**config.mk**
```make
export PLATFORM = sky130hd
export DESIGN_NAME = precomp_flagger
export DESIGN_NICKNAME = d
export VERILOG_FILES = /design/src/rtl/precomp_pkg.sv /design/src/rtl/precomp_window.sv /design/src/rtl/precomp_classify.sv /design/src/rtl/precomp_flagger.sv
export SDC_FILE = /design/constraint.sdc
export NUM_CORES = 1
export LEC_CHECK = 0
export BUFFER_PORTS_ARGS = -buffer_cell sky130_fd_sc_hd__clkbuf_2
export CORE_AREA = 2 2 39 41
export CTS_CLUSTER_DIAMETER = 50
export DETAILED_ROUTE_END_ITERATION = 12
export DIE_AREA = 0 0 41 43
export GPL_TIMING_DRIVEN = 0
export SYNTH_ARGS = -nofsm -noshare
export SYNTH_HDL_FRONTEND = slang
export SYNTH_HIERARCHICAL = 1
export SYNTH_SLANG_ARGS = --single-unit
```
**constraint.sdc**
```tcl
create_clock -name clk_i -period 1.4 [get_ports clk_i]
set_input_delay 0.14 -clock clk_i [delete_from_list [all_inputs] [get_ports clk_i]]
set_output_delay 0.14 -clock clk_i [all_outputs]
set_load 0.1 [all_outputs]
```
**src/rtl/precomp_pkg.sv**
```systemverilog
package precomp_pkg;
  typedef enum logic [1:0] {
    SHIFT_NONE  = 2'd0,
    SHIFT_EARLY = 2'd1,
    SHIFT_LATE  = 2'd2
  } shift_e;
endpackage

```
**src/rtl/precomp_window.sv**
```systemverilog
module precomp_window #(
  parameter int unsigned SPAN = 2
) (
  input  logic clk_i,
  input  logic rst_ni,
  input  logic en_i,
  input  logic bit_i,
  output logic earlier_o,
  output logic target_o,
  output logic later_o
);
  localparam int unsigned WIN_W = 2 * SPAN + 1;

  // stage[0] holds the newest bit, stage[WIN_W-1] the oldest
  logic [WIN_W-1:0] stage_q;

  for (genvar g = 0; g < WIN_W; g++) begin : g_stage
    if (g == 0) begin : g_head
      always_ff @(posedge clk_i or negedge rst_ni) begin
        if (!rst_ni)   stage_q[g] <= 1'b0;
        else if (en_i) stage_q[g] <= bit_i;
      end
    end else begin : g_body
      always_ff @(posedge clk_i or negedge rst_ni) begin
        if (!rst_ni)   stage_q[g] <= 1'b0;
        else if (en_i) stage_q[g] <= stage_q[g-1];
      end
    end
  end

  assign earlier_o = stage_q[WIN_W-1];
  assign target_o  = stage_q[SPAN];
  assign later_o   = stage_q[0];

  assert_hold_R2: assert property (@(posedge clk_i) disable iff (!rst_ni)
    !en_i |=> $stable(stage_q));
endmodule

```
**src/rtl/precomp_classify.sv**
```systemverilog
module precomp_classify
  import precomp_pkg::*;
(
  input  logic   earlier_i,
  input  logic   target_i,
  input  logic   later_i,
  input  logic   bypass_i,
  output shift_e shift_o
);
  always_comb begin
    shift_o = SHIFT_NONE;
    if (!bypass_i && target_i) begin
      unique case ({earlier_i, later_i})
        2'b10:   shift_o = SHIFT_EARLY;
        2'b01:   shift_o = SHIFT_LATE;
        default: shift_o = SHIFT_NONE;
      endcase
    end
  end
endmodule

```
**src/rtl/precomp_flagger.sv**
```systemverilog
module precomp_flagger
  import precomp_pkg::*;
#(
  parameter int unsigned SPAN = 2
) (
  input  logic clk_i,
  input  logic rst_ni,
  input  logic code_en_i,
  input  logic code_bit_i,
  input  logic bypass_i,
  output logic code_o,
  output logic early_o,
  output logic late_o
);
  logic   tap_earlier, tap_target, tap_later;
  shift_e shift;

  precomp_window #(.SPAN(SPAN)) u_window (
    .clk_i     (clk_i),
    .rst_ni    (rst_ni),
    .en_i      (code_en_i),
    .bit_i     (code_bit_i),
    .earlier_o (tap_earlier),
    .target_o  (tap_target),
    .later_o   (tap_later)
  );

  precomp_classify u_classify (
    .earlier_i (tap_earlier),
    .target_i  (tap_target),
    .later_i   (tap_later),
    .bypass_i  (bypass_i),
    .shift_o   (shift)
  );

  assign code_o  = tap_target;
  assign early_o = (shift == SHIFT_EARLY);
  assign late_o  = (shift == SHIFT_LATE);

  assert_mutex_R9: assert property (@(posedge clk_i) disable iff (!rst_ni)
    !(early_o && late_o));
  assert_zero_target_R3: assert property (@(posedge clk_i) disable iff (!rst_ni)
    !code_o |-> (!early_o && !late_o));
  assert_bypass_R8: assert property (@(posedge clk_i) disable iff (!rst_ni)
    bypass_i |-> (!early_o && !late_o));
  assert_early_R6: assert property (@(posedge clk_i) disable iff (!rst_ni)
    early_o |-> (tap_earlier && !tap_later && code_o));
  assert_late_R7: assert property (@(posedge clk_i) disable iff (!rst_ni)
    late_o |-> (tap_later && !tap_earlier && code_o));
  assert_symmetric_R5: assert property (@(posedge clk_i) disable iff (!rst_ni)
    (tap_earlier && tap_later) |-> (!early_o && !late_o));
  assert_isolated_R4: assert property (@(posedge clk_i) disable iff (!rst_ni)
    (!tap_earlier && !tap_later) |-> (!early_o && !late_o));
endmodule

```
# [Word-level counts from Yosys, hierarchy flattened]
# Index checks and enable logic that the tools add are counted.
[totals] input_bits=5 elab_cells=13 mem_bits_ro=0 memories=0 mem_bits_rw=0 regBits=5 latch_bits=0
[op_classes] n_bitwise=0 div_mod_pow=0 n_eq_ne=4 n_reduce_logical=2 magnitude_cmp=0 shifts=0 add_sub_neg=0 n_mux=2 n_mul=0
[ops] cell="2-bit by 1-bit equality test with 1-bit output, second input constant" n=2
[ops] cell="2-bit equality test, second input constant" n=2
[ops] cell="2-bit one-hot mux with 2 select lines" n=1
[ops] cell="2-bit 2-to-1 mux" n=1
[ops] cell="1-bit logical AND" n=1
[ops] cell="1-bit logical NOT" n=1

# [Depth between registers and ports, before layout]
# Gate-level depths: netlist of run 1.
[depth] word_depth=4 mapped_depth=2

# [Cells and area by module]
# The synthesis of run 1 kept the hierarchy.
[by_module_without_submodules] module="precomp_window" area_per_inst_um2=181.4 seq_area_each_um2=125.1 cells_each=10 instances=1
[by_module_without_submodules] module="precomp_classify" area_per_inst_um2=25.0 seq_area_each_um2=0.0 cells_each=2 instances=1
[by_module_without_submodules] module="precomp_flagger" area_per_inst_um2=15.0 seq_area_each_um2=0.0 cells_each=2 instances=1

# [Worst setup path after synthesis of run 1]
# OpenSTA, ideal clock, no wires.
[synth_path] path_kind="reg-to-output" startpoint="reg u_window.stage_q[2] (netlist: u_window/target_o)" endpoint="out early_o" stages_incl_launch_ff=3 arrival_ns=2.645 path_slack_ns=-1.385 n_path_buf=0 required_ns=1.260 cell_sequence="dfrtp_1 and4bb_2 nor2b_1"
[synth_via] elab_chain_cells=3
[synth_rtl] element="from (decl)" line_no="precomp_window.sv:15" text="logic [WIN_W-1:0] stage_q;"
[synth_rtl] element="from (signal, indexed assignment)" line_no="precomp_window.sv:26" text="else if (en_i) stage_q[g] <= stage_q[g-1];"
[synth_rtl] element="1-bit logical AND" line_no="precomp_classify.sv:12" text="if (!bypass_i && target_i) begin"
[synth_rtl] element="2-bit 2-to-1 mux" line_no="precomp_classify.sv:12"
[synth_rtl] element="named net shift[0]" line_no="precomp_flagger.sv:16" text="shift_e shift;"
[synth_rtl] element="2-bit by 1-bit equality test with 1-bit output" line_no="precomp_flagger.sv:37" text="assign early_o = (shift == SHIFT_EARLY);"
[synth_rtl] element="to (decl)" line_no="precomp_flagger.sv:12" text="output logic early_o,"
# The timed path passes the listed nets, and every way through them passes these cells.

# [Worst setup path in the final report of run 1]
[layout_path] startpoint="reg u_window.stage_q[2] (netlist: u_window/target_o)" endpoint="out late_o"
[layout_via] elab_chain_cells=3
[layout_rtl] element="1-bit logical AND" line_no="precomp_classify.sv:12"
[layout_rtl] element="2-bit 2-to-1 mux" line_no="precomp_classify.sv:12"
[layout_rtl] element="named net shift[0]" line_no="precomp_flagger.sv:16"
[layout_rtl] element="2-bit equality test" line_no="precomp_flagger.sv:38" text="assign late_o = (shift == SHIFT_LATE);"
[layout_rtl] element="to (decl)" line_no="precomp_flagger.sv:13" text="output logic late_o"
# The timed path passes the listed nets, and every way through them passes these cells.

==> impl_metrics.yaml, run 1 <==
outcome:
  status: "complete, but fails checks"
  violations: "setup timing"
floorplan:
  die_w_um: 41
  dieArea_mm2: 0.00176
  die_h_um: 43
  ioPinCount: 8
  core_mm2: 0.00138
  start_util_pct: 16.0
  fp-row-count: 14
route:
  routed_wl_um: 426
  wl_per_cell_um: 9.68
  post-route-drc-count: 0
  drt_iter0_drc: 0
  vias: 171
  ant_nets: 0
  vias_per_cell: 3.89
  drtPass1Iterations: 1
flow_run:
  drv_cap: 0
placed_design:
  dpl_cell_area_um2: 289
  io_buffers: 7
  dp_hpwl_um: 341
  routabilityCongestion: 0.537
  placed_cells: 37
timing:
  fin_crit_ps: 1530
  tns_ps: -166
  fin_crit_sh_pct: 109
  hold_viol_final: 0
  finalSetupViolCount: 2
  worstMarginPinSlew_ps: 539
  slew_headroom_pct: 64.3
  fmax_mhz: 653
  maxSlewViolCount: 0
  setup_ws_ps: -131
  clock_skew_ps: 2.96
  rsz0062_at_grt: "true"
  holdWs_ps: 129
yosys:
  syn_area_um2: 221
  synth_warnings: 6
  synthDistinctLibCells: 5
  ys_seq_area_share_pct: 56.5
  ys_ff_latch: 5
  syn_nets: 19
  syn_inst: 14
  avgSynthCellArea_um2: 15.8
  synth_area_leaders: "dfrtp_1, mux2_2, and4bb_2"
  synth_top_area_share_pct: 56.5
  yosysTopAreaCell: "dfrtp_1"
clock_tree:
  htreeDepth: 1
  cts-root-buf: "clkbuf_4"
  cts_buffers: 3
  path_clk_slew_ps: 40
  clk_latency_ps: 240
  cts_tree: "done"
  clk_path_buf_depth: 2
  clock_sinks: 5
grt:
  antenna_found_initial: 0
  grt_max_degree: 6
  grt_pass1_wl_um: 738
  grt_pass1_vias: 190
  overflow: 0
  grt_usage_pct: 7.56
finish:
  antennaDiodeCount: 0
  final_cell_mix: "clkbuf_2, mux2_2, dfrtp_1"
  area.growth.synth_to_final_pct: 71.8
  final_nets: 34
  final_cell_count_no_fill: 44
  layout-drive-gt1-share_pct: 78.6
  finish.instance_area_um2: 380
critical_path:
  required_ps: 1260
  critPathKind: "reg2out"
  end_kind: "primary output"
  critPathLaunchType: "flip-flop"
  crit_path_max_fanout: 4
  cp_data_arrival_time_ps: 1390
pwr:
  power_uw: 540
  p_leak_nw: 0.165
  power_density_mw_per_mm2: 1420
  vdd_ir_drop_max_uv: 347
worst_hold_path:
  min_path_type: "in2reg"
critical path, cell delays in order, from the launching register on:
cell	delay, ps
dfrtp_4	470
and4bb_2	240
and2b_4	250
clkbuf_16	190
sequential cells by signal (all words and copies together), names as in the netlist:
signal	flops
u_window/stage_q	2
u_window/earlier_o	1
u_window/later_o	1
u_window/target_o	1
power by group:
part	switching, mW	total [mW]	internal, mW
sequential	0.0184	0.196	0.178
combinational	0.104	0.179	0.0754
clock	0.0577	0.165	0.108
total	0.180	0.540	0.361
layout make-up:
cell class,count,area (µm²)
tap,16,20.0
multi-input combinational,9,105
timing repair buffer,10,100
fill,142,1000
sequential,5,129
clock buffer,4,26.3
path summary, 6_finish.rpt:
| kind | end | slack [ps] | cells after the start | start |
|---|---|---|---|---|
| min in group asynchronous | u_window/stage_q[1] | 260 | 2 | rst_ni |
| worst max register to register | u_window/target_o | 420 | 2 | u_window/target_o |
| max in group asynchronous | u_window/target_o | 990 | 2 | rst_ni |
| worst max-delay path | late_o | -130 | 3 | u_window/target_o |
| worst min register to register | u_window/stage_q[3] | 500 | 1 | u_window/stage_q[3] |
| worst min-delay path | u_window/later_o | 130 | 2 | code_bit_i |
layer usage:
metal	vias to the layer above	track usage (%)	wire, µm
met5	-	0	0
met4	0	10.0	19
met3	4	6.28	56
met2	9	9.38	191
met1	78	5.86	159
li1	80	-	-
metrics by stage:
stage                     util [%]  setup WS, ps
after floorplan                  -          -152
after global placement        20.9          -112
after detailed placement      20.9          -126
after CTS                     27.5          -145
after global routing          27.5          -164
final                         27.5          -131
logic make-up (layout without fill, tap and decap cells):
kind of cell / Yosys count / in the layout / share of synthesized area (%)
buffers and inverters: 0 / 14 / 0
AND/OR/NAND/NOR: 4 / 4 / 18.1
flip-flops: 5 / 5 / 56.5
multiplexers: 5 / 5 / 25.4
cell usage after synthesis:
master	count
and2b_2	1
mux2_2	5
nor2b_1	1
dfrtp_1	5
and4bb_2	2
timing repair:
item / 4_1_cts / 5_1_grt
gates resized for setup: 6 / 0
endpoints found under the setup margin: 2 / 2
gates cloned: 0 / 0
hold buffers: 1 / 0
pin swaps: 1 / 1
endpoints found under the hold margin: 5 / 0
setup buffers: 2 / 0
Note: power is estimated with default switching activity, not from simulation.
==> inputs of run 2 (changes only) <==
- clock period: 1.4 -> 1.5 ns (I/O delays scaled with it)
==> impl_metrics.yaml, run 2 (same netlist as run 1, synthesis figures left out) <==
critical_path:
  end_kind: "primary output"
  crit_buf_inv: 1
  reg2reg_from: "u_window/target_o"
  cpPeakStageDelay_ps: 480
  path_cells: "and4bb_2 -> and2b_4 -> clkbuf_16"
  required_ps: 1350
  cp_data_arrival_time_ps: 1400
  critPathLaunchType: "flip-flop"
  crit_path_max_fanout: 5
  r2r_setup_slack_ps: 640
  reg2reg_depth: 1
  critPathKind: "reg2out"
  r2r-end: "u_window/target_o"
  critPathTopFamily: "simple AND/OR/NAND/NOR gates"
  cpMaxStageDelayCell: "dfrtp_4"
timing:
  finalSetupViolCount: 1
  clock_skew_ps: 2.89
  fmax_mhz: 645
  fin_crit_ps: 1550
  slew_headroom_pct: 64.2
  rsz0062_at_grt: "true"
  maxSlewViolCount: 0
  setup_ws_ps: -51.5
  worstMarginPinSlew_ps: 539
  fin_crit_sh_pct: 103
  hold_viol_final: 0
floorplan:
  start_util_pct: 16.0
  die_h_um: 43
  core_mm2: 0.00138
  dieArea_mm2: 0.00176
  fp-row-count: 14
  die_w_um: 41
  ioPinCount: 8
grt:
  met1_usage_pct: 5.86
  top_usage_layer: "met4"
  grt_use_met3_pct: 6.28
  antenna_found_initial: 0
  overflow: 0
  grt_usage_pct: 7.46
  grt_max_degree: 6
  grt_pass1_vias: 184
  gr-usage-met2_pct: 9.06
  grt_pass1_wl_um: 724
clock_tree:
  clock_sinks: 5
  clk_path_buf_depth: 2
  htreeDepth: 1
  cts_buffers: 3
  cts-root-buf: "clkbuf_4"
  postCtsSetupRepairBufs: 0
  path_clk_slew_ps: 40
  cts_tree: "done"
  clk_latency_ps: 240
finish:
  final_cell_count_no_fill: 42
  final_cell_mix: "clkbuf_2, mux2_2, dfrtp_1"
  fill_cells: 142
  area.growth.synth_to_final_pct: 62.7
  top_register: "u_window/stage_q"
  antennaDiodeCount: 0
  largest_reg_flops: 2
  final_nets: 32
  finish.instance_area_um2: 360
  layout-drive-gt1-share_pct: 76.9
placed_design:
  routabilityCongestion: 0.537
  dpl_cell_area_um2: 289
  dp_hpwl_um: 341
  placed_cells: 37
  io_buffers: 7
worst_hold_path:
  worstHoldPathCells: 2
  hold_path_end: "u_window/later_o"
  hp-start: "code_bit_i"
  min_path_type: "in2reg"
route:
  routed_wl_um: 423
  wl_per_cell_um: 10.1
  vias: 159
  vias_per_cell: 3.79
  drtPass1Iterations: 1
  ant_nets: 0
  drt_iter0_drc: 0
  post-route-drc-count: 0
pwr:
  vdd_ir_drop_max_uv: 314
  power_density_mw_per_mm2: 1370
  p_leak_nw: 0.153
  power_uw: 492
outcome:
  violations: "setup timing"
  status: "complete, but fails checks"
flow_run:
  drv_cap: 0
## run 2: report_power, final
group / switching [mW] / internal, mW / leakage (nW)
Combinational: 0.0937 / 0.0598 / 0.0802
Clock: 0.0537 / 0.100 / 0.0150
Sequential: 0.0190 / 0.166 / 0.0579
## run 2: final cells by class
| cell class | instances | area (µm²) | share of cell area (%) |
|---|---|---|---|
| timing repair buffer | 8 | 80.1 | 22.2 |
| tap | 16 | 20.0 | 5.56 |
| multi-input combinational | 9 | 105 | 29.2 |
| clock buffer | 4 | 26.3 | 7.29 |
| sequential | 5 | 129 | 35.8 |
## run 2: worst max-delay path by stage
stage               cells past startpoint               from       to
floorplan                               2  u_window/target_o  early_o
global placement                        3  u_window/target_o   late_o
detailed placement                      3  u_window/target_o   late_o
CTS                                     3  u_window/target_o   late_o
global route                            3  u_window/target_o   late_o
finish                                  3  u_window/target_o   late_o
## run 2: routing by layer
metal | wire, µm | vias to the layer above
met5 | 0 | -
met1 | 162 | 70
met3 | 59 | 4
li1 | - | 76
met4 | 19 | 0
met2 | 181 | 9
## run 2: timing repair
action | in CTS | in global routing
hold buffers | 1 | 0
endpoints found under the setup margin | 2 | 2
endpoints found under the hold margin | 5 | 0
gates resized for setup | 5 | 2
## run 2: per-stage QoR
| step | util (%) | setup WS [ps] | hold slack [ps] | setup TNS (ps) |
|---|---|---|---|---|
| after floorplan | - | -61.5 | -146 | -61.5 |
| after global placement | 20.9 | -22.4 | -31.6 | -22.4 |
| after detailed placement | 20.9 | -35.6 | -32.1 | -35.6 |
| after CTS | 25.6 | -62.4 | 133 | -62.4 |
| after global routing | 26.0 | -86.3 | 150 | -86.3 |
| final | 26.0 | -51.5 | 139 | -51.5 |
